$ cat src/rtl/pdx_pkg.sv
package pdx_pkg;
   // register groups, selected by the upper bits of the word offset
   localparam int GRP_BASE  = 0;
   localparam int GRP_MASK  = 1;
   localparam int GRP_XBASE = 2;
   localparam int NUM_GRP   = 3;
endpackage

$ cat src/rtl/pdx_regfile.sv
module pdx_regfile #(
   parameter int NUM_WIN = 4,
   parameter int ADDR_W  = 64,
   parameter int REG_AW  = 4
) (
   input  logic              clk,
   input  logic              rst_n,
   input  logic              wr,
   input  logic [REG_AW-1:0] addr,
   input  logic [ADDR_W-1:0] wdata,
   output logic [ADDR_W-1:0] rdata,
   output logic [ADDR_W-1:0] base_o  [NUM_WIN],
   output logic [ADDR_W-1:0] mask_o  [NUM_WIN],
   output logic [ADDR_W-1:0] xbase_o [NUM_WIN]
);
   import pdx_pkg::*;
   localparam int IW = $clog2(NUM_WIN);
   localparam int GW = REG_AW - IW;

   logic [IW-1:0] idx;
   logic [GW-1:0] grp;
   assign idx = addr[IW-1:0];
   assign grp = addr[REG_AW-1:IW];

   always_ff @(posedge clk) begin
      if (!rst_n) begin
         for (int i = 0; i < NUM_WIN; i++) begin
            base_o[i]  <= '0;
            mask_o[i]  <= '0;
            xbase_o[i] <= '0;
         end
      end else if (wr) begin
         if (grp == GW'(GRP_BASE))  base_o[idx]  <= wdata;
         if (grp == GW'(GRP_MASK))  mask_o[idx]  <= wdata;
         if (grp == GW'(GRP_XBASE)) xbase_o[idx] <= wdata;
      end
   end

   always_comb begin
      rdata = '0;
      if (grp == GW'(GRP_BASE))  rdata = base_o[idx];
      if (grp == GW'(GRP_MASK))  rdata = mask_o[idx];
      if (grp == GW'(GRP_XBASE)) rdata = xbase_o[idx];
   end
endmodule

$ cat src/rtl/pdx_win_match.sv
module pdx_win_match #(
   parameter int ADDR_W = 64,
   parameter int FLD_LO = 20,
   parameter int FLD_HI = 30
) (
   input  logic [ADDR_W-1:0] addr,
   input  logic [ADDR_W-1:0] base,
   input  logic [ADDR_W-1:0] mask,
   input  logic [ADDR_W-1:0] xbase,
   output logic              sel,
   output logic              sg,
   output logic [ADDR_W-1:0] xaddr
);
   localparam logic [ADDR_W-1:0] ONE     = ADDR_W'(1);
   localparam logic [ADDR_W-1:0] FLD_MSK = (ONE << (FLD_HI + 1)) - (ONE << FLD_LO);
   localparam logic [ADDR_W-1:0] LOW_MSK = (ONE << FLD_LO) - ONE;

   logic [ADDR_W-1:0] cmp_msk, off_msk;
   logic              hit_fld;

   assign cmp_msk = ~mask & FLD_MSK;
   assign hit_fld = ((addr ^ base) & cmp_msk) == '0;
   assign sel     = hit_fld & base[0];
   assign sg      = base[1];
   assign off_msk = (mask & FLD_MSK) | LOW_MSK;
   assign xaddr   = (xbase & ~off_msk) | (addr & off_msk);
endmodule

$ cat src/rtl/pdx_prio_sel.sv
module pdx_prio_sel #(
   parameter int NUM_WIN = 4,
   parameter int ADDR_W  = 64
) (
   input  logic [NUM_WIN-1:0] sel,
   input  logic [NUM_WIN-1:0] sg,
   input  logic [ADDR_W-1:0]  xaddr [NUM_WIN],
   output logic               hit,
   output logic               err,
   output logic [ADDR_W-1:0]  addr
);
   // scan from the top so the lowest selected index is written last
   always_comb begin
      hit  = 1'b0;
      err  = 1'b0;
      addr = '0;
      for (int i = NUM_WIN - 1; i >= 0; i--) begin
         if (sel[i]) begin
            hit  = ~sg[i];
            err  = sg[i];
            addr = sg[i] ? '0 : xaddr[i];
         end
      end
   end
endmodule

$ cat src/rtl/pdx_xlate.sv
module pdx_xlate #(
   parameter int NUM_WIN = 4,
   parameter int ADDR_W  = 64,
   parameter int REG_AW  = 4,
   parameter int FLD_LO  = 20,
   parameter int FLD_HI  = 30
) (
   input  logic              clk,
   input  logic              rst_n,
   input  logic              reg_wr,
   input  logic [REG_AW-1:0] reg_addr,
   input  logic [ADDR_W-1:0] reg_wdata,
   output logic [ADDR_W-1:0] reg_rdata,
   input  logic              req_valid,
   input  logic [ADDR_W-1:0] req_addr,
   output logic              rsp_valid,
   output logic [ADDR_W-1:0] rsp_addr,
   output logic              rsp_hit,
   output logic              rsp_err
);
   localparam int NUM_REG = pdx_pkg::NUM_GRP * NUM_WIN;

   generate
      if ((1 << $clog2(NUM_WIN)) != NUM_WIN || NUM_WIN < 2)
         $error("NUM_WIN must be a power of two, at least 2");
      if ((1 << REG_AW) < NUM_REG)
         $error("REG_AW too small for the register set");
      if (FLD_HI >= ADDR_W || FLD_LO < 2 || FLD_LO > FLD_HI)
         $error("compare field does not fit the address");
   endgenerate

   logic [ADDR_W-1:0] base_q  [NUM_WIN];
   logic [ADDR_W-1:0] mask_q  [NUM_WIN];
   logic [ADDR_W-1:0] xbase_q [NUM_WIN];
   logic [ADDR_W-1:0] xaddr_w [NUM_WIN];
   logic [NUM_WIN-1:0] sel_w, sg_w;
   logic              hit_d, err_d;
   logic [ADDR_W-1:0] addr_d;

   pdx_regfile #(.NUM_WIN(NUM_WIN), .ADDR_W(ADDR_W), .REG_AW(REG_AW)) u_regs (
      .clk(clk), .rst_n(rst_n), .wr(reg_wr), .addr(reg_addr),
      .wdata(reg_wdata), .rdata(reg_rdata),
      .base_o(base_q), .mask_o(mask_q), .xbase_o(xbase_q)
   );

   for (genvar w = 0; w < NUM_WIN; w++) begin : g_win
      pdx_win_match #(.ADDR_W(ADDR_W), .FLD_LO(FLD_LO), .FLD_HI(FLD_HI)) u_match (
         .addr(req_addr), .base(base_q[w]), .mask(mask_q[w]), .xbase(xbase_q[w]),
         .sel(sel_w[w]), .sg(sg_w[w]), .xaddr(xaddr_w[w])
      );
   end

   pdx_prio_sel #(.NUM_WIN(NUM_WIN), .ADDR_W(ADDR_W)) u_prio (
      .sel(sel_w), .sg(sg_w), .xaddr(xaddr_w),
      .hit(hit_d), .err(err_d), .addr(addr_d)
   );

   // the request samples the registers before a same-edge write lands
   always_ff @(posedge clk) begin
      if (!rst_n) begin
         rsp_valid <= 1'b0;
         rsp_hit   <= 1'b0;
         rsp_err   <= 1'b0;
         rsp_addr  <= '0;
      end else begin
         rsp_valid <= req_valid;
         rsp_hit   <= req_valid & hit_d;
         rsp_err   <= req_valid & err_d;
         rsp_addr  <= req_valid ? addr_d : '0;
      end
   end
endmodule

$ cat config.mk
export PLATFORM = sky130hd
export DESIGN_NAME = pdx_xlate
export DESIGN_NICKNAME = d
export VERILOG_FILES = /design/src/rtl/pdx_pkg.sv /design/src/rtl/pdx_regfile.sv /design/src/rtl/pdx_win_match.sv /design/src/rtl/pdx_prio_sel.sv /design/src/rtl/pdx_xlate.sv
export SDC_FILE = /design/constraint.sdc
export NUM_CORES = 2
export LEC_CHECK = 0
export BUFFER_PORTS_ARGS = -buffer_cell sky130_fd_sc_hd__buf_2
export CORE_ASPECT_RATIO = 1.2
export CORE_UTILIZATION = 65
export CTS_CLUSTER_SIZE = 30
export DETAILED_ROUTE_END_ITERATION = 8
export MAX_ROUTING_LAYER = met4
export PLACE_DENSITY = 0.86
export SYNTH_ARGS = -nofsm -noshare
export SYNTH_HDL_FRONTEND = slang
export SYNTH_SLANG_ARGS = --single-unit
$ cat constraint.sdc
create_clock -name clk -period 3.5 [get_ports clk]
set_clock_uncertainty 0.2 [all_clocks]
set_input_delay 0.175 -clock clk [delete_from_list [all_inputs] [get_ports clk]]
set_output_delay 0.175 -clock clk [all_outputs]
set_load 0.005 [all_outputs]
==> Yosys cells after proc, flatten, opt, wreduce, memory -nomap -nowiden <==
Index checks and enable logic that the tools add are counted.
{ "op_classes": {"order_cmp": 2, "eq_ne": 2, "mux": 33, "bitwise_logic": 39, "n_reduce_logical": 10} }
{ "ops": {"columns": ["cell", "n"], "rows": [
  ["$mux W64", 18],
  ["$bwmux W256", 3],
  ["$and A64 B31 Y64", 8],
  ["$bmux W64 S2", 3],
  ["$and A64 B64 Y64", 4],
  ["$logic_not A64 Y1", 4],
  ["$not A31 Y64", 4],
  ["$or A64 B64 Y64", 4],
  ["$xor A64 B64 Y64", 4],
  ["$demux W64 S2", 1],
  ["$not A31 Y31", 4],
  ["$mux W1", 8],
  ["$reduce_and A2 Y1", 4],
  ["$and A1 B1 Y1", 6],
  ["$not A1 Y1", 4],
  ["$ge A3 B3 Y1 const B", 1],
  ["$lt A3 B1 Y1 const B", 1],
  ["$not A2 Y3", 1],
  ["$eq A2 B1 Y1 const B", 1],
  ["$eq A2 B2 Y1 const B", 1],
  ["$logic_not A2 Y1", 1],
  ["$logic_and A1 B1 Y1", 1]
]} }
{ "totals": {"register_bits": 835, "input_bits": 136, "out_inout_bits": 131, "word_cells": 102} }

==> Depth between registers and ports, before layout <==
{ "depth": {"ltp_word": 9, "mapped_depth": 9, "mapped_depth_nobuf": 6} }

==> Modules after synthesis <==
Synthesis repeated with hierarchy kept, for this count alone.
{ "unflattened": {"cells_unflattened": 4693, "area_unflattened_um2": 42868.6} }
{ "modules_own_cells": {"columns": ["mod", "instances", "cells_each", "area_each_um2", "seq_area_each_um2"], "rows": [
  ["pdx_regfile", 1, 4032, 36612.6, 15374.7],
  ["pdx_win_match", 4, 84, 679.4, 0.0],
  ["pdx_xlate", 1, 148, 1871.8, 1341.3],
  ["pdx_prio_sel", 1, 177, 1666.6, 0.0]
]} }

==> Worst setup path before layout <==
OpenSTA, ideal clock, no wires.
{ "synth_path": {"path_kind": "register -> register", "start": "register u_regs.base_o[26] in the netlist's numbering", "end": "register rsp_addr[10]", "setup_time_ns": 0.070, "arrival_time_ns": 1.949, "required_time_ns": 3.230, "slack_ns": 1.281, "stages_incl_launch_ff": 8, "path_buffers": 1, "synth_period_minus_slack_ns": 2.219, "path_cell_list": "dfxtp_1 > xnor2_2 > o22ai_1 > or4_4 > a211oi_4 > o311ai_4 > buf_6 > a21boi_1"} }
{ "synth_between": {"elab_chain_cells": 8} }
{ "synth_lines": {"columns": ["item", "line_no", "rtl"], "rows": [
  ["start, declared", "pdx_regfile.sv:12", "output logic [ADDR_W-1:0] base_o [NUM_WIN],"],
  ["start signal, assigned by index", "pdx_regfile.sv:33", "if (grp == GW'(GRP_BASE)) base_o[idx] <= wdata;"],
  ["$xor A64 B64 Y64", "pdx_win_match.sv:22", "assign hit_fld = ((addr ^ base) & cmp_msk) == '0;"],
  ["$and A64 B31 Y64", "pdx_win_match.sv:22", null],
  ["$logic_not A64 Y1", "pdx_win_match.sv:22", null],
  ["$and A1 B1 Y1", "pdx_win_match.sv:23", "assign sel = hit_fld & base[0];"],
  ["$mux W64 (4 in series)", "pdx_prio_sel.sv:18", "if (sel[i]) begin"],
  ["end signal, assigned", "pdx_xlate.sv:69", "rsp_addr <= req_valid ? addr_d : '0;"],
  ["end, declared", "pdx_xlate.sv:17", "output logic [ADDR_W-1:0] rsp_addr,"]
]} }
Every way passes these cells.
A chain may end at the register's enable or synchronous reset.

==> Final worst setup path <==
{ "layout_path": {"start": "register u_regs.base_o[93] in the netlist's numbering", "end": "register rsp_addr[44]"} }
{ "layout_between": {"elab_chain_cells": 7} }
{ "layout_lines": {"columns": ["item", "line_no"], "rows": [
  ["$xor A64 B64 Y64", "pdx_win_match.sv:22"],
  ["$and A64 B31 Y64", "pdx_win_match.sv:22"],
  ["$logic_not A64 Y1", "pdx_win_match.sv:22"],
  ["$and A1 B1 Y1", "pdx_win_match.sv:23"],
  ["$mux W64 (3 in series)", "pdx_prio_sel.sv:18"]
]} }
Every way passes these cells.

==> flow_metrics.tcl <==
set metrics [dict create \
    dp_slack_ps 592 \
    synthCells 4323 \
    viasPerCell 6.47 \
    power_switching_uw 4660 \
    ys_types 49 \
    worstSkewPairLatency_ps 650 \
    clk_pin_slew_worst_paths_ps 60 \
    timing.final.crit_share_pct 89.6 \
    fin_setup_tns_ps 0 \
    ys_seq_area_share_pct 43.6 \
    postCtsHoldBufs 98 \
    die-area_um2 60000 \
    synth_edf_count 0 \
    first_iter_violations 4424 \
    cts_tree "done" \
    antenna_found_initial 11 \
    seq_power_share_pct 49.0 \
    drtPass1Iterations 6 \
    fill_cells 3754 \
    p_leak_uw 0.0148 \
    coreArea_um2 58400 \
    place_congestion 0.952 \
    fin_nets 4533 \
    dieHeight_um 268 \
    clockBufferDepth 3 \
    postRouteAntennaNets 0 \
    routed.top_layer "met4" \
    arrival_ps 3500 \
    area_growth_pct 13.5 \
    yosysWarnings 0 \
    placed_cells 5009 \
    grt_pass1_vias 33900 \
    cts-resized-gates 0 \
    internal_power_uw 15100 \
    async_reset_ff_share_pct 0 \
    min_path_type "in -> reg" \
    cts_max_level 3 \
    syn_nets 4459 \
    final-max-slew-violation-count 0 \
    maxCapViolCount 0 \
    timing.fmax_ghz 0.319 \
    cts-root-buf "clkbuf_16" \
    drt-total-wl_um 123000 \
    synthFlopType "dfxtp_1" \
    cp-end-kind "register" \
    drive_gt1_share_pct 15.5 \
    finalHoldViolations 0 \
    wire_per_inst_um 23.3 \
    met2_length_um 57000 \
    wl_met3_um 14000 \
    start_util_pct 65.7 \
    syn-cell-area_um2 38400 \
    cp.required_ps 3870 \
    post_cts.repair.setup_buffers 0 \
    worstSetupStartpointType "register" \
    grt_usage_pct 41.7 \
    placementRows 97 \
    worstMarginPinSlew_ps 1280 \
    die_w_um 224 \
    route.detailed.drc 0 \
    grt_max_degree 264 \
    rsz0062_at_grt "no" \
    holdWs_ps 82.1 \
    overflow 0 \
    post_synth.cell_area_avg_um2 8.88 \
    period_needed_ps 3140 \
    cts_buffers 80 \
    setup_viol 0 \
    ios 267 \
    status "finished clean" \
    grt_pass1_wl_um 188000 \
    synth-seq-cells 835 \
    critical_path_peak_fanout 14 \
    finalPower_uw 19800 \
    io_buffers 233 \
    wl_met1_um 43000 \
    crit_type "reg -> reg" \
    final_cell_count_no_fill 5260 \
    via_count 34000 \
    pwr_density_cell_nw_per_um2 454 \
    clock_power_share_pct 44.1 \
    switching_share_pct 23.6 \
    power.share.combinational_pct 7.0 \
    maxSlewHeadroom_pct 14.6 \
    cts_sinks 835 \
    peakVddDrop_uv 394 \
    setup_slack_ps 363 \
    dp_hpwl_um 67700 \
]
cell type report:
class	instances	area [um2]	area share, %
well taps	792	991	2.28
flip-flops and latches	835	16700	38.4
multi-input cells	3040	20000	46.0
inverters	35	131	0.302
clock buffers	122	2380	5.47
clock inverters	16	183	0.420
repair buffers	405	3080	7.06
diodes	15	37.5	0.0862
routing by layer:
metal,vias up,track usage [%]
met5,-,-
met4,0,28.7
met3,706,8.35
met2,2397,65.5
met1,16200,48.3
li1,14800,-
worst paths after layout:
path | depth (start not counted) | from | end | slack [ps]
worst min-delay path | 6 | reg_wr | u_regs.mask_o[65] | 80
worst max-delay path | 7 | u_regs.base_o[93] | rsp_addr[44] | 360
worst max register to register | 7 | u_regs.base_o[93] | rsp_addr[44] | 360
worst min register to register | 2 | u_regs.base_o[141] | u_regs.base_o[141] | 250
stage by stage:
step	cell area (um2)	util (%)
final	43500	74.6
after global routing	43500	74.6
after CTS	43500	74.5
after detailed placement	40000	68.5
after global placement	40000	68.5
after floorplan	38400	-
worst max-delay path, stage by stage (launching register included):
cell,delay [ps]
dfxtp_1,330
xnor2_1,320
o22ai_1,210
or4_4,570
nor3_4,580
buf_4,400
a221o_1,230
a32o_1,210
cells in the mapped netlist, types with 2 or more instances:
cell type,instances,area share [%]
a32o_1,32,0.83
o21ai_0,106,1.4
xnor2_2,3,0.13
a221oi_1,8,0.18
mux2i_1,84,2.2
clkbuf_1,353,3.5
o22ai_1,28,0.46
nand2b_1,4,0.065
xnor2_1,41,0.94
a21boi_2,10,0.29
buf_1,16,0.16
dfxtp_1,835,44
nand3_1,5,0.065
and4_1,4,0.091
nor3_2,4,0.10
buf_2,27,0.35
buf_6,12,0.35
a221o_1,32,0.83
or4_4,2,0.059
mux4_2,192,11
nand4_1,3,0.049
nor3_1,2,0.026
mux2_2,24,0.70
inv_1,35,0.34
or2_2,5,0.082
nor2b_1,2,0.033
nand2_1,1621,16
o221ai_1,3,0.068
a21boi_0,753,15
a21boi_1,25,0.49
nor2_1,27,0.26
buf_4,5,0.098
o21ai_1,2,0.026
a31oi_1,3,0.049
registers in the layout, summed over array words and instances (netlist names):
signal          count
rsp_addr           64
rsp_err             1
rsp_hit             1
rsp_valid           1
u_regs.base_o     256
u_regs.mask_o     256
u_regs.xbase_o    256
layout by cell type, fill, tap and decap left out, types with 5 or more instances in the layout:
| master | Yosys | layout |
|---|---|---|
| a21boi_0 | 753 | 753 |
| mux2i_1 | 84 | 84 |
| nand2_1 | 1621 | 1612 |
| dlygate4sd3_1 | 0 | 98 |
| dfxtp_1 | 835 | 834 |
| mux4_2 | 192 | 192 |
| o22ai_1 | 28 | 28 |
| a221oi_1 | 8 | 8 |
| xnor2_1 | 41 | 41 |
| nand2_4 | 0 | 9 |
| nand3_1 | 5 | 5 |
| clkbuf_8 | 0 | 20 |
| clkinv_2 | 0 | 11 |
| inv_1 | 35 | 35 |
| o21ai_0 | 106 | 106 |
| a21boi_1 | 25 | 25 |
| buf_4 | 5 | 49 |
| a21boi_2 | 10 | 10 |
| a221o_1 | 32 | 32 |
| clkbuf_1 | 353 | 21 |
| buf_12 | 0 | 27 |
| clkbuf_16 | 0 | 81 |
| diode_2 | 0 | 15 |
| a32o_1 | 32 | 32 |
| nor2_1 | 27 | 19 |
| nor2_4 | 0 | 8 |
| buf_2 | 27 | 228 |
| mux2_2 | 24 | 24 |
cell families (layout without fill, tap and decap cells):
group / count (synthesis) / count (layout) / share of synthesized area [%]
DFF: 835 / 835 / 43.6
AOI/OAI and AO/OA: 1009 / 1009 / 19.6
other: 0 / 15 / 0
muxes: 300 / 300 / 14.2
and+or+nand+nor: 1687 / 1687 / 16.9
xor gates and xnor gates: 44 / 44 / 1.06
buffers and inverters: 448 / 578 / 4.75
power groups by stage:
stage          combinational, uW  sequential [uW]  clock [uW]
6_report                    1380             9690        8720
2_1_floorplan                847             9870           0
4_1_cts                     1330             9680        8660
3_3_place_gp                1220             9890           0
5_1_grt                     1440             9690        9050
3_5_place_dp                1230             9900           0
Note: power is estimated with default switching activity, not from simulation.
